==> config.mk <==
export PLATFORM = sky130hd
export DESIGN_NAME = cmpflag_unit
export DESIGN_NICKNAME = d
export VERILOG_FILES = /design/src/rtl/cmpflag_pkg.sv /design/src/rtl/cmpflag_opsel.sv /design/src/rtl/cmpflag_eval.sv /design/src/rtl/cmpflag_store.sv /design/src/rtl/cmpflag_unit.sv
export SDC_FILE = /design/constraint.sdc
export NUM_CORES = 1
export LEC_CHECK = 0
export ABC_AREA = 1
export ABC_CLOCK_PERIOD_IN_PS = 2800
export CAP_MARGIN = 20
export CORE_AREA = 10 10 61 63
export CTS_CLUSTER_DIAMETER = 60
export CTS_CLUSTER_SIZE = 28
export DETAILED_ROUTE_END_ITERATION = 8
export DIE_AREA = 0 0 71 73
export DONT_BUFFER_PORTS = 1
export HOLD_SLACK_MARGIN = 0.05
export PLACE_DENSITY_LB_ADDON = 0.3
export SLEW_MARGIN = 20
export SYNTH_ARGS = -nofsm -noshare
export SYNTH_HDL_FRONTEND = slang
export SYNTH_SLANG_ARGS = --single-unit
==> constraint.sdc <==
create_clock -name clk -period 2.8 [get_ports clk]
set_input_delay 0.42 -clock clk [delete_from_list [all_inputs] [get_ports clk]]
set_output_delay 0.42 -clock clk [all_outputs]
set_load 0.01 [all_outputs]
==> src/rtl/cmpflag_pkg.sv <==
`timescale 1ns/1ps
package cmpflag_pkg;

    typedef enum logic [2:0] {
        REL_EQ  = 3'd0,
        REL_NE  = 3'd1,
        REL_GT  = 3'd2,
        REL_GE  = 3'd3,
        REL_LT  = 3'd4,
        REL_LE  = 3'd5,
        REL_RS6 = 3'd6,
        REL_RS7 = 3'd7
    } rel_e;

    typedef struct packed {
        logic eq;
        logic lt;
    } cmp_prim_t;

    // Maps the primitive results onto the requested relation.
    function automatic logic rel_apply(input rel_e r, input cmp_prim_t p);
        case (r)
            REL_EQ:  return p.eq;
            REL_NE:  return !p.eq;
            REL_GT:  return !(p.lt || p.eq);
            REL_GE:  return !p.lt;
            REL_LT:  return p.lt;
            REL_LE:  return p.lt || p.eq;
            default: return 1'b0;
        endcase
    endfunction

    function automatic logic rel_legal(input rel_e r);
        return (r != REL_RS6) && (r != REL_RS7);
    endfunction

endpackage

==> src/rtl/cmpflag_opsel.sv <==
`timescale 1ns/1ps
module cmpflag_opsel #(
    parameter int DATA_W = 32,
    parameter int IMM_W  = 16
) (
    input  logic              use_imm,
    input  logic [DATA_W-1:0] opb,
    input  logic [IMM_W-1:0]  imm,
    output logic [DATA_W-1:0] b_eff
);
    localparam int EXT_W = (DATA_W > IMM_W) ? DATA_W - IMM_W : 1;

    logic [DATA_W-1:0] imm_ext;

    generate
        if (DATA_W > IMM_W) begin : g_extend
            logic [EXT_W-1:0] fill;
            assign fill    = {EXT_W{imm[IMM_W-1]}};
            assign imm_ext = {fill, imm};
        end else begin : g_trunc
            assign imm_ext = imm[DATA_W-1:0];
        end
    endgenerate

    assign b_eff = use_imm ? imm_ext : opb;
endmodule

==> src/rtl/cmpflag_eval.sv <==
`timescale 1ns/1ps
module cmpflag_eval
    import cmpflag_pkg::*;
#(
    parameter int DATA_W = 32
) (
    input  logic [DATA_W-1:0] a,
    input  logic [DATA_W-1:0] b,
    input  logic              is_unsigned,
    input  rel_e              rel,
    output logic              result,
    output logic              legal
);
    cmp_prim_t prim;

    always_comb begin
        prim.eq = (a == b);
        if (is_unsigned) begin
            prim.lt = (a < b);
        end else begin
            prim.lt = ($signed(a) < $signed(b));
        end
        result = rel_apply(rel, prim);
        legal  = rel_legal(rel);
    end
endmodule

==> src/rtl/cmpflag_store.sv <==
`timescale 1ns/1ps
module cmpflag_store #(
    parameter int DATA_W = 32
) (
    input  logic              clk,
    input  logic              rst,
    input  logic              wr_en,
    input  logic              wr_val,
    input  logic              br_req,
    input  logic              br_on_set,
    input  logic [DATA_W-1:0] opa,
    input  logic [DATA_W-1:0] opb,
    output logic              flag,
    output logic              branch_taken,
    output logic [DATA_W-1:0] cmov_result
);
    logic flag_q;

    always_ff @(posedge clk) begin
        if (rst) begin
            flag_q <= 1'b0;
        end else if (wr_en) begin
            flag_q <= wr_val;
        end
    end

    assign flag         = flag_q;
    assign branch_taken = br_req && (br_on_set ? flag_q : !flag_q);
    assign cmov_result  = flag_q ? opa : opb;
endmodule

==> src/rtl/cmpflag_unit.sv <==
`timescale 1ns/1ps
module cmpflag_unit
    import cmpflag_pkg::*;
#(
    parameter int DATA_W = 32,
    parameter int IMM_W  = 16
) (
    input  logic              clk,
    input  logic              rst,
    input  logic              cmp_valid,
    input  logic [2:0]        rel_code,
    input  logic              is_unsigned,
    input  logic              use_imm,
    input  logic [DATA_W-1:0] opa,
    input  logic [DATA_W-1:0] opb,
    input  logic [IMM_W-1:0]  imm,
    input  logic              br_req,
    input  logic              br_on_set,
    output logic              flag,
    output logic              branch_taken,
    output logic [DATA_W-1:0] cmov_result
);
    logic [DATA_W-1:0] b_eff;
    logic              cmp_res;
    logic              cmp_legal;
    rel_e              rel;

    assign rel = rel_e'(rel_code);

    cmpflag_opsel #(.DATA_W(DATA_W), .IMM_W(IMM_W)) u_opsel (
        .use_imm (use_imm),
        .opb     (opb),
        .imm     (imm),
        .b_eff   (b_eff)
    );

    cmpflag_eval #(.DATA_W(DATA_W)) u_eval (
        .a           (opa),
        .b           (b_eff),
        .is_unsigned (is_unsigned),
        .rel         (rel),
        .result      (cmp_res),
        .legal       (cmp_legal)
    );

    cmpflag_store #(.DATA_W(DATA_W)) u_store (
        .clk          (clk),
        .rst          (rst),
        .wr_en        (cmp_valid && cmp_legal),
        .wr_val       (cmp_res),
        .br_req       (br_req),
        .br_on_set    (br_on_set),
        .opa          (opa),
        .opb          (opb),
        .flag         (flag),
        .branch_taken (branch_taken),
        .cmov_result  (cmov_result)
    );
endmodule

==> results of run 1 <==
-- cells in the mapped netlist, drive strengths merged --
master,instances,area [um2]
nand3b,1,7.51
nor3,6,35.0
nor2,16,80.1
o21ai,8,43.8
ha,32,400
inv,11,41.3
nand4,4,40.0
nand3,7,50.1
nand2,135,522
clkbuf,8,30.0
mux2i,14,140
a21oi,31,155
dfxtp,1,20.0
a211oi,1,12.5
clkinv,3,11.3
a21o,2,15.0
buf,3,13.8
-- worst max-delay path, delay by kind of cell --
kind | cells | cell delay, ns
fa+ha+maj | 1 | 0.26
simple gates | 11 | 0.86
buf+inv | 1 | 0.32
compound gates | 2 | 0.43
-- worst max-delay path by stage --
| stage | startpoint | to | slack (ns) | depth (start not counted) |
|---|---|---|---|---|
| after floorplan | use_imm | u_store.flag | 0.33 | 18 |
| after global placement | use_imm | u_store.flag | 0.40 | 18 |
| after detailed placement | use_imm | u_store.flag | 0.31 | 16 |
| after CTS | use_imm | u_store.flag | 0.32 | 16 |
| after global routing | use_imm | u_store.flag | 0.08 | 15 |
| final | use_imm | u_store.flag | 0.38 | 15 |
-- cell families after synthesis --
| family | after synthesis | share of synthesized area |
|---|---|---|
| AND/OR/NAND/NOR | 169 | 0.454 |
| buffers and inverters | 25 | 0.0595 |
| adder cells (fa/ha/maj) | 32 | 0.247 |
| flip-flops | 1 | 0.0124 |
| AO/OA/AOI/OAI | 42 | 0.140 |
| multiplexers | 14 | 0.0866 |
-- metrics by stage --
step,std cells,hold WS (ns),instance area [um2]
after detailed placement,306,0.567,1640
after global placement,306,0.572,1640
final,306,0.572,1640
after CTS,306,0.572,1640
after global routing,306,0.588,1640
after floorplan,283,0.562,1620
-- power groups by stage --
stage	Clock, W	Combinational (W)	Sequential [W]
after floorplan	0	0.000262	0.0000170
after global placement	0	0.000300	0.0000165
after detailed placement	0	0.000307	0.0000165
after CTS	0	0.000308	0.0000165
after global routing	0	0.000352	0.0000166
final	0	0.000303	0.0000164
-- per-layer routing --
metal / up-vias / part of all wire / GRT usage / wire [um]
li1: 922 / - / - / -
met1: 771 / 0.37 / 0.177 / 1770
met2: 86 / 0.51 / 0.321 / 2450
met3: 2 / 0.11 / 0.0476 / 546
met4: 0 / 0.0052 / 0.00860 / 25
met5: - / 0 / 0 / 0
-- final cells by class --
cell class | instances | area, um2
multi-input cells | 257 | 1500
well taps | 31 | 38.8
repair buffers | 3 | 22.5
fillers | 274 | 976
flip-flops and latches | 1 | 20.0
inverters | 14 | 56.3
==> impl_metrics.csv, run 1 <==
group,metric,value,unit
status,status,"finished clean",
floorplan,core_area,2620,um2
routing,initialDrtViolationCount,64,
sta,slew_headroom,0.651,
power,p_sw_frac,0.599,
floorplan,io-pin-count,124,
worst_setup_path,cp_common_cell,"nor2_1",
cts,ctsHoldBuffers,0,
grt,first_global_vias,1684,
run,drv_cap,0,
synthesis,synth_cell_types,28,
grt,antenna_found_initial,0,
placement,port-buffer-count,0,
worst_setup_path,r2r_setup_slack,1.34,ns
power,p_per_area,195,nW/um2
routing,wire_per_inst,15.6,um
synthesis,netlist_area,1620,um2
power,seqPwrFrac,0.051,
sta,setup_viol,0,
synthesis,yosysSeqAreaShare,0.0124,
routing,wl,4790,um
min_path,hp-start,"rst",
worst_setup_path,worstReg2RegEnd,"u_store.flag",
placement,pre_cts_ws,0.308,ns
sta,slew_viol_final,0,
worst_setup_path,rr_worst_depth,4,
sta,hold_violations,0,
sta,final.setup.tns,0,ns
synthesis,ys.warnings.count,0,
layout,final_common_cell,"nand2_1",
power,p_switching,0.000191,W
synthesis,syn_nets,405,
worst_setup_path,rr_startpoint,"u_store.flag",
routing,drt_first_pass_iters,4,
placement,gp_congestion,0.854,
worst_setup_path,critical_path_class,"in2reg",
floorplan,die_w,71,um
grt,grt_util_all_layers,0.165,
worst_setup_path,cp-end-kind,"flop",
min_path,min_to,"u_store.flag",
worst_setup_path,worst_ep_arrival_time,2.31,ns
floorplan,rows,19,
worst_setup_path,slowest_stage,"clkinv_1",
layout,layout_common_cells,"nand2_1 (131), ha_1 (32), a21oi_1 (31)",
grt,grt_pass1_wl,7620,um
layout,nets,399,
floorplan,initial_core_util,0.619,
worst_setup_path,cp-start-kind,"input port",
power,total_power,0.000319,W
floorplan,die_y,73,um
cts,cts_resized,0,
routing,drc,0,
sta,layout_setup_ws,0.380,ns
placement,dp_hpwl,4200,um
power,irDropWorstVdd,148,uV
floorplan,die_area,5180,um2
min_path,min_path_cells,2,
sta,rsz0062_at_grt,"no",
sta,fin_crit_sh,0.864,
sta,layout_min_cycle_time,2.42,ns
worst_setup_path,slowest_delay,0.32,ns
synthesis,synth-seq-cells,1,
power,power_leakage,0.917,nW
synthesis,synth_cells,283,
layout,utilization,0.627,
sta,clock_skew,0,ns
layout,area_delta_synth_final,1.31,%
grt,grt_overflow_total,0,
routing,ant_nets,0,
sta,worst_pin_slew,0.520,ns
cts,insertion_delay,0,ns
layout,diodes,0,
worst_setup_path,crit_required,2.69,ns
routing,vias_per_cell,5.82,
power,p_comb_frac,0.949,
cts,clkTransAtPathRegs,0,ns
cts,postCtsSetupBuffers,0,
layout,drive_gt1_frac,0.0764,
layout,largest_register_ffs,1,
routing,num_vias,1781,
power,p_int,0.000128,W
worst_setup_path,crit_chain,"clkinv_1, a21oi_1, ha_1, a21oi_1, nor2_1, nor2_1, nand3_2, nor2_2, nand2_2, nand2_2, nand2_1, nand2_1, nand3_2, nor2_1, nor2_1",
sta,timing.fmax,413,MHz
worst_setup_path,critical_path_peak_fanout,18,
power,clkPwrFrac,0,
grt,grt_max_degree,35,
synthesis,synth.avg_cell_area,5.72,um2
min_path,min-delay-path-class,"in2reg",
No activity file was read; power rests on OpenSTA's default activity.
==> inputs of run 2 (changes only) <==
--- a/config.mk
+++ b/config.mk
@@ -7,13 +7,13 @@
 export LEC_CHECK = 0
 export ABC_AREA = 1
 export ABC_CLOCK_PERIOD_IN_PS = 2800
+export BUFFER_PORTS_ARGS = -buffer_cell sky130_fd_sc_hd__buf_2
 export CAP_MARGIN = 20
-export CORE_AREA = 10 10 61 63
+export CORE_AREA = 10 10 74 76
 export CTS_CLUSTER_DIAMETER = 60
 export CTS_CLUSTER_SIZE = 28
 export DETAILED_ROUTE_END_ITERATION = 8
-export DIE_AREA = 0 0 71 73
-export DONT_BUFFER_PORTS = 1
+export DIE_AREA = 0 0 84 86
 export HOLD_SLACK_MARGIN = 0.05
 export PLACE_DENSITY_LB_ADDON = 0.3
 export SLEW_MARGIN = 20
==> run 2 against run 1 <==
  * Cell count up 47%
  * Routed wire length rose by 24%
  * Clock skew is the same
  * Design area up 40%
  * Register-to-register slack worse by 0.02 ns
  * Utilization down 4.9 points
  * Combinational power grew 44%
  * Fmax shrank 2.1%
  * Largest power group unchanged
==> impl_metrics.csv, run 2 (synthesized netlist as in run 1, its figures left out) <==
group,metric,value,unit
routing,top_layer_used,"met4",
placement,dp.cells,450,
sta,fin_crit_sh,0.883,
floorplan,rows,23,
routing,wl,5930,um
placement,dp_hpwl,5200,um
worst_setup_path,rr_startpoint,"u_store.flag",
worst_setup_path,critical_path_class,"in2reg",
sta,layout_min_cycle_time,2.47,ns
sta,hold_ws,0.656,ns
layout,largest_register_ffs,1,
cts,insertion_delay,0,ns
run,drv_cap,0,
grt,first_global_vias,2227,
sta,timing.fmax,404,MHz
cts,clkTransAtPathRegs,0,ns
layout,final_common_cell,"nand2_1",
placement,port-buffer-count,123,
layout,multi_input_area,1500,um2
placement,gp_congestion,0.815,
sta,final.setup.tns,0,ns
routing,num_vias,2224,
routing,wl_met1,2480,um
layout,final_cell_count_no_fill,450,
floorplan,die_area,7220,um2
sta,hold_violations,0,
sta,slew_headroom,0.654,
status,status,"finished clean",
sta,setup_viol,0,
power,power_leakage,1.42,nW
grt,antenna_found_initial,0,
sta,clock_skew,0,ns
placement,placed_area,2290,um2
routing,drt_first_pass_iters,4,
worst_setup_path,r2r_setup_slack,1.32,ns
layout,nets,524,
layout,area_delta_synth_final,41.8,%
grt,grt_pass1_wl,9740,um
min_path,hp-start,"rst",
min_path,min_to,"u_store.flag",
routing,route.met2.wl,2950,um
power,irDropWorstVdd,102,uV
layout,seqCellArea,20.0,um2
sta,slew_viol_final,0,
floorplan,die_w,84,um
worst_setup_path,worst_ep_arrival_time,2.36,ns
layout,n_fill_cell,425,
routing,drc,0,
routing,ant_nets,0,
min_path,min-delay-path-class,"in2reg",
min_path,min_path_cells,3,
layout,layout_common_cells,"nand2_1 (131), buf_2 (123), ha_1 (32)",
sta,rsz0062_at_grt,"no",
routing,vias_per_cell,4.94,
grt,grt_util_all_layers,0.150,
sta,worst_pin_slew,0.515,ns
routing,wire_per_inst,13.2,um
floorplan,io-pin-count,124,
worst_setup_path,rr_worst_depth,4,
layout,design_area,2290,um2
routing,route.met3.wl,448,um
worst_setup_path,cp-end-kind,"flop",
routing,initialDrtViolationCount,62,
power,p_per_area,197,nW/um2
worst_setup_path,cp-start-kind,"input port",
floorplan,die_y,86,um
layout,drive_gt1_frac,0.365,
worst_setup_path,critical_path_peak_fanout,16,
grt,grt_max_degree,35,
grt,grt_overflow_total,0,
layout,diodes,0,
floorplan,initial_core_util,0.407,
worst_setup_path,crit_required,2.69,ns
worst_setup_path,worstReg2RegEnd,"u_store.flag",
floorplan,core_area,3970,um2
[run 2: through the flow]
stage	setup WS, ns	total power (W)	util
floorplan	0.331	0.000279	-
finish	0.327	0.000452	0.578
global route	0.0470	0.000515	0.578
global placement	0.380	0.000448	0.577
detailed placement	0.345	0.000456	0.577
CTS	0.327	0.000458	0.577
[run 2: routing by layer]
layer,track usage,vias up
met3,0.0341,6
met2,0.289,83
li1,-,1176
met4,0.0167,0
met5,0,-
met1,0.168,959
[run 2: timing repair]
item                                    CTS  global route
gates resized for setup                   0             1
hold buffers                              0             0
setup buffers                             0             0
endpoints found under the setup margin    0             1
[run 2: worst max-delay path by stage]
| stage | startpoint | to | slack, ns | cells after the start |
|---|---|---|---|---|
| after floorplan | use_imm | u_store.flag | 0.33 | 18 |
| after global placement | use_imm | u_store.flag | 0.38 | 13 |
| after detailed placement | use_imm | u_store.flag | 0.35 | 16 |
| after CTS | use_imm | u_store.flag | 0.33 | 17 |
| after global routing | use_imm | u_store.flag | 0.05 | 18 |
| final | use_imm | u_store.flag | 0.33 | 16 |
[run 2: power by group]
group / internal [W] / switching [W] / total [W]
Sequential: 0.0000158 / 0.000000781 / 0.0000166
Clock: 0 / 0 / 0
Combinational: 0.000190 / 0.000245 / 0.000435
[run 2: area by class of cell]
cell class | instances | area share
timing repair buffer | 128 | 0.285
tap | 50 | 0.0273
multi-input combinational | 257 | 0.655
sequential | 1 | 0.00873
inverter | 14 | 0.0245
[run 2: critical path, cell delays in order]
cell and delay [ns]:
buf_2 0.12, buf_4 0.28, mux2i_1 0.30, ha_1 0.27, nand2_1 0.08, o21ai_0 0.08
a21oi_1 0.15, nand2_1 0.09, nand2_1 0.11, nand2_2 0.06, nand2_2 0.08, nand2_1 0.05
nand2_1 0.06, nand3_2 0.07, nor2_1 0.08, nor2_1 0.04
==> inputs of run 3 (changes only) <==
--- a/config.mk
+++ b/config.mk
@@ -6,14 +6,13 @@
 export NUM_CORES = 1
 export LEC_CHECK = 0
 export ABC_AREA = 1
-export ABC_CLOCK_PERIOD_IN_PS = 2800
+export ABC_CLOCK_PERIOD_IN_PS = 2100
 export BUFFER_PORTS_ARGS = -buffer_cell sky130_fd_sc_hd__buf_2
-export CAP_MARGIN = 20
-export CORE_AREA = 10 10 74 76
+export CORE_AREA = 10 10 78 80
 export CTS_CLUSTER_DIAMETER = 60
 export CTS_CLUSTER_SIZE = 28
 export DETAILED_ROUTE_END_ITERATION = 8
-export DIE_AREA = 0 0 84 86
+export DIE_AREA = 0 0 88 90
 export HOLD_SLACK_MARGIN = 0.05
 export PLACE_DENSITY_LB_ADDON = 0.3
 export SLEW_MARGIN = 20
==> constraint.sdc (replaced) <==
create_clock -name clk -period 2.1 [get_ports clk]
set_input_delay 0.315 -clock clk [delete_from_list [all_inputs] [get_ports clk]]
set_output_delay 0.315 -clock clk [all_outputs]
set_load 0.01 [all_outputs]
==> run 3 against run 2 <==
  * The flow now finishes with violations (setup timing)
  * First-iteration DRC count shrank 53%
  * Combinational power grew 45%
  * Global-route usage shrank 0.48 points
  * Sequential cell count is the same
  * Critical endpoint unchanged
==> impl_metrics.csv, run 3 (synthesized netlist as in run 1, its figures left out) <==
group,metric,value,unit
sta,final.setup.tns,-0.0274,ns
placement,pre_cts_ws,-0.282,ns
floorplan,die_y,90,um
layout,diodes,0,
sta,fin_crit_sh,1.01,
power,seqPwrFrac,0.034,
sta,slew_headroom,0.761,
routing,drc,0,
run,drv_cap,0,
routing,vias_per_cell,4.88,
sta,hold_violations,0,
routing,num_vias,2247,
cts,insertion_delay,0,ns
placement,dp_hpwl,5270,um
placement,gp_congestion,0.793,
power,p_int,0.000303,W
power,p_comb_frac,0.966,
worst_setup_path,critical_path_class,"in2reg",
grt,first_global_vias,2347,
sta,worst_pin_slew,0.358,ns
placement,dp.cells,459,
grt,grt_util_all_layers,0.145,
power,clkPwrFrac,0,
power,irDropWorstVdd,118,uV
layout,layout_common_cells,"nand2_1 (125), buf_2 (122), ha_1 (32)",
worst_setup_path,cp-start-kind,"input port",
sta,rsz0062_at_grt,"yes",
grt,antenna_found_initial,0,
sta,hold_ws,0.545,ns
floorplan,die_area,7920,um2
sta,layout_min_cycle_time,2.13,ns
routing,drt_first_pass_iters,4,
power,p_sw_frac,0.537,
sta,timing.fmax,470,MHz
cts,postCtsSetupBuffers,0,
layout,area_delta_synth_final,53.2,%
min_path,min-delay-path-class,"in2reg",
floorplan,die_w,88,um
placement,port-buffer-count,123,
power,power_leakage,1.49,nW
sta,layout_setup_ws,-0.0274,ns
cts,clkTransAtPathRegs,0,ns
grt,grt_max_degree,35,
floorplan,initial_core_util,0.352,
floorplan,io-pin-count,124,
layout,multi_input_area,1590,um2
floorplan,rows,25,
sta,slew_viol_final,0,
layout,seqCellArea,20.0,um2
status,status,"finished with violations",
sta,clock_skew,0,ns
routing,initialDrtViolationCount,29,
power,p_switching,0.000352,W
routing,ant_nets,0,
layout,drive_gt1_frac,0.424,
routing,wl,6150,um
layout,largest_register_ffs,1,
worst_setup_path,critical_path_peak_fanout,8,
sta,setup_viol,1,
layout,n_fill_cell,512,
layout,final_common_cell,"nand2_1",
layout,final_cell_count_no_fill,460,
worst_setup_path,cp-end-kind,"flop",
status,violations,"setup timing",
grt,grt_overflow_total,0,
cts,ctsHoldBuffers,0,
power,p_per_area,264,nW/um2
routing,wire_per_inst,13.4,um
layout,nets,530,
power,total_power,0.000655,W
worst_setup_path,worst_ep_arrival_time,2.01,ns
worst_setup_path,crit_required,1.99,ns
floorplan,core_area,4600,um2
grt,grt_pass1_wl,10200,um
run 3: path summary, 6_finish.rpt:
kind                            depth (start not counted)  slack [ns]           end    startpoint
worst max-delay path                                   20       -0.03  u_store.flag       use_imm
worst min-delay path                                    3        0.54  u_store.flag           rst
worst max register to register                          4        0.86  u_store.flag  u_store.flag
worst min register to register                          4        0.94  u_store.flag  u_store.flag
run 3: area by class of cell:
cell class | instances | share of cell area
inverter | 14 | 0.0313
timing repair inverter | 1 | 0.00353
tap | 54 | 0.0273
timing repair buffer | 133 | 0.289
multi-input combinational | 257 | 0.641
sequential | 1 | 0.00808
run 3: power by group through the flow:
stage / Combinational, W / Sequential (W) / Clock, W
after floorplan: 0.000360 / 0.0000226 / 0
after global placement: 0.000592 / 0.0000219 / 0
after detailed placement: 0.000602 / 0.0000220 / 0
after CTS: 0.000637 / 0.0000221 / 0
after global routing: 0.000722 / 0.0000222 / 0
final: 0.000632 / 0.0000221 / 0
run 3: metrics by stage:
stage | utilization | instance area (um2)
global route | 0.539 | 2480
floorplan | - | 1660
CTS | 0.536 | 2470
finish | 0.539 | 2480
detailed placement | 0.513 | 2360
global placement | 0.513 | 2360
run 3: metal layers:
metal,GRT usage,up-vias,routed length [um]
li1,-,1191,-
met1,0.170,978,2540
met2,0.267,78,2960
met3,0.0397,0,643
met4,0,0,0
met5,0,-,0
run 3: worst max-delay path, cell delays in order:
cell,delay (ns)
buf_12,0.13
buf_8,0.14
mux2i_1,0.20
ha_1,0.26
nand2_1,0.07
nand2_1,0.05
nand2_1,0.05
nand2_1,0.04
nand2_1,0.05
nand2_1,0.05
nand2_1,0.07
nand2_2,0.06
nand2_2,0.08
nand2_2,0.05
nand2_2,0.07
nand2_1,0.05
nand2_1,0.07
nand3_2,0.07
nor2_1,0.09
nor2_1,0.04
run 3: repair_timing:
| item | in CTS | in global routing |
|---|---|---|
| hold endpoints to repair | 0 | 0 |
| pin swaps | 9 | 3 |
| endpoints found under the setup margin | 1 | 1 |
| resized for setup | 25 | 4 |
| gates cloned | 1 | 0 |
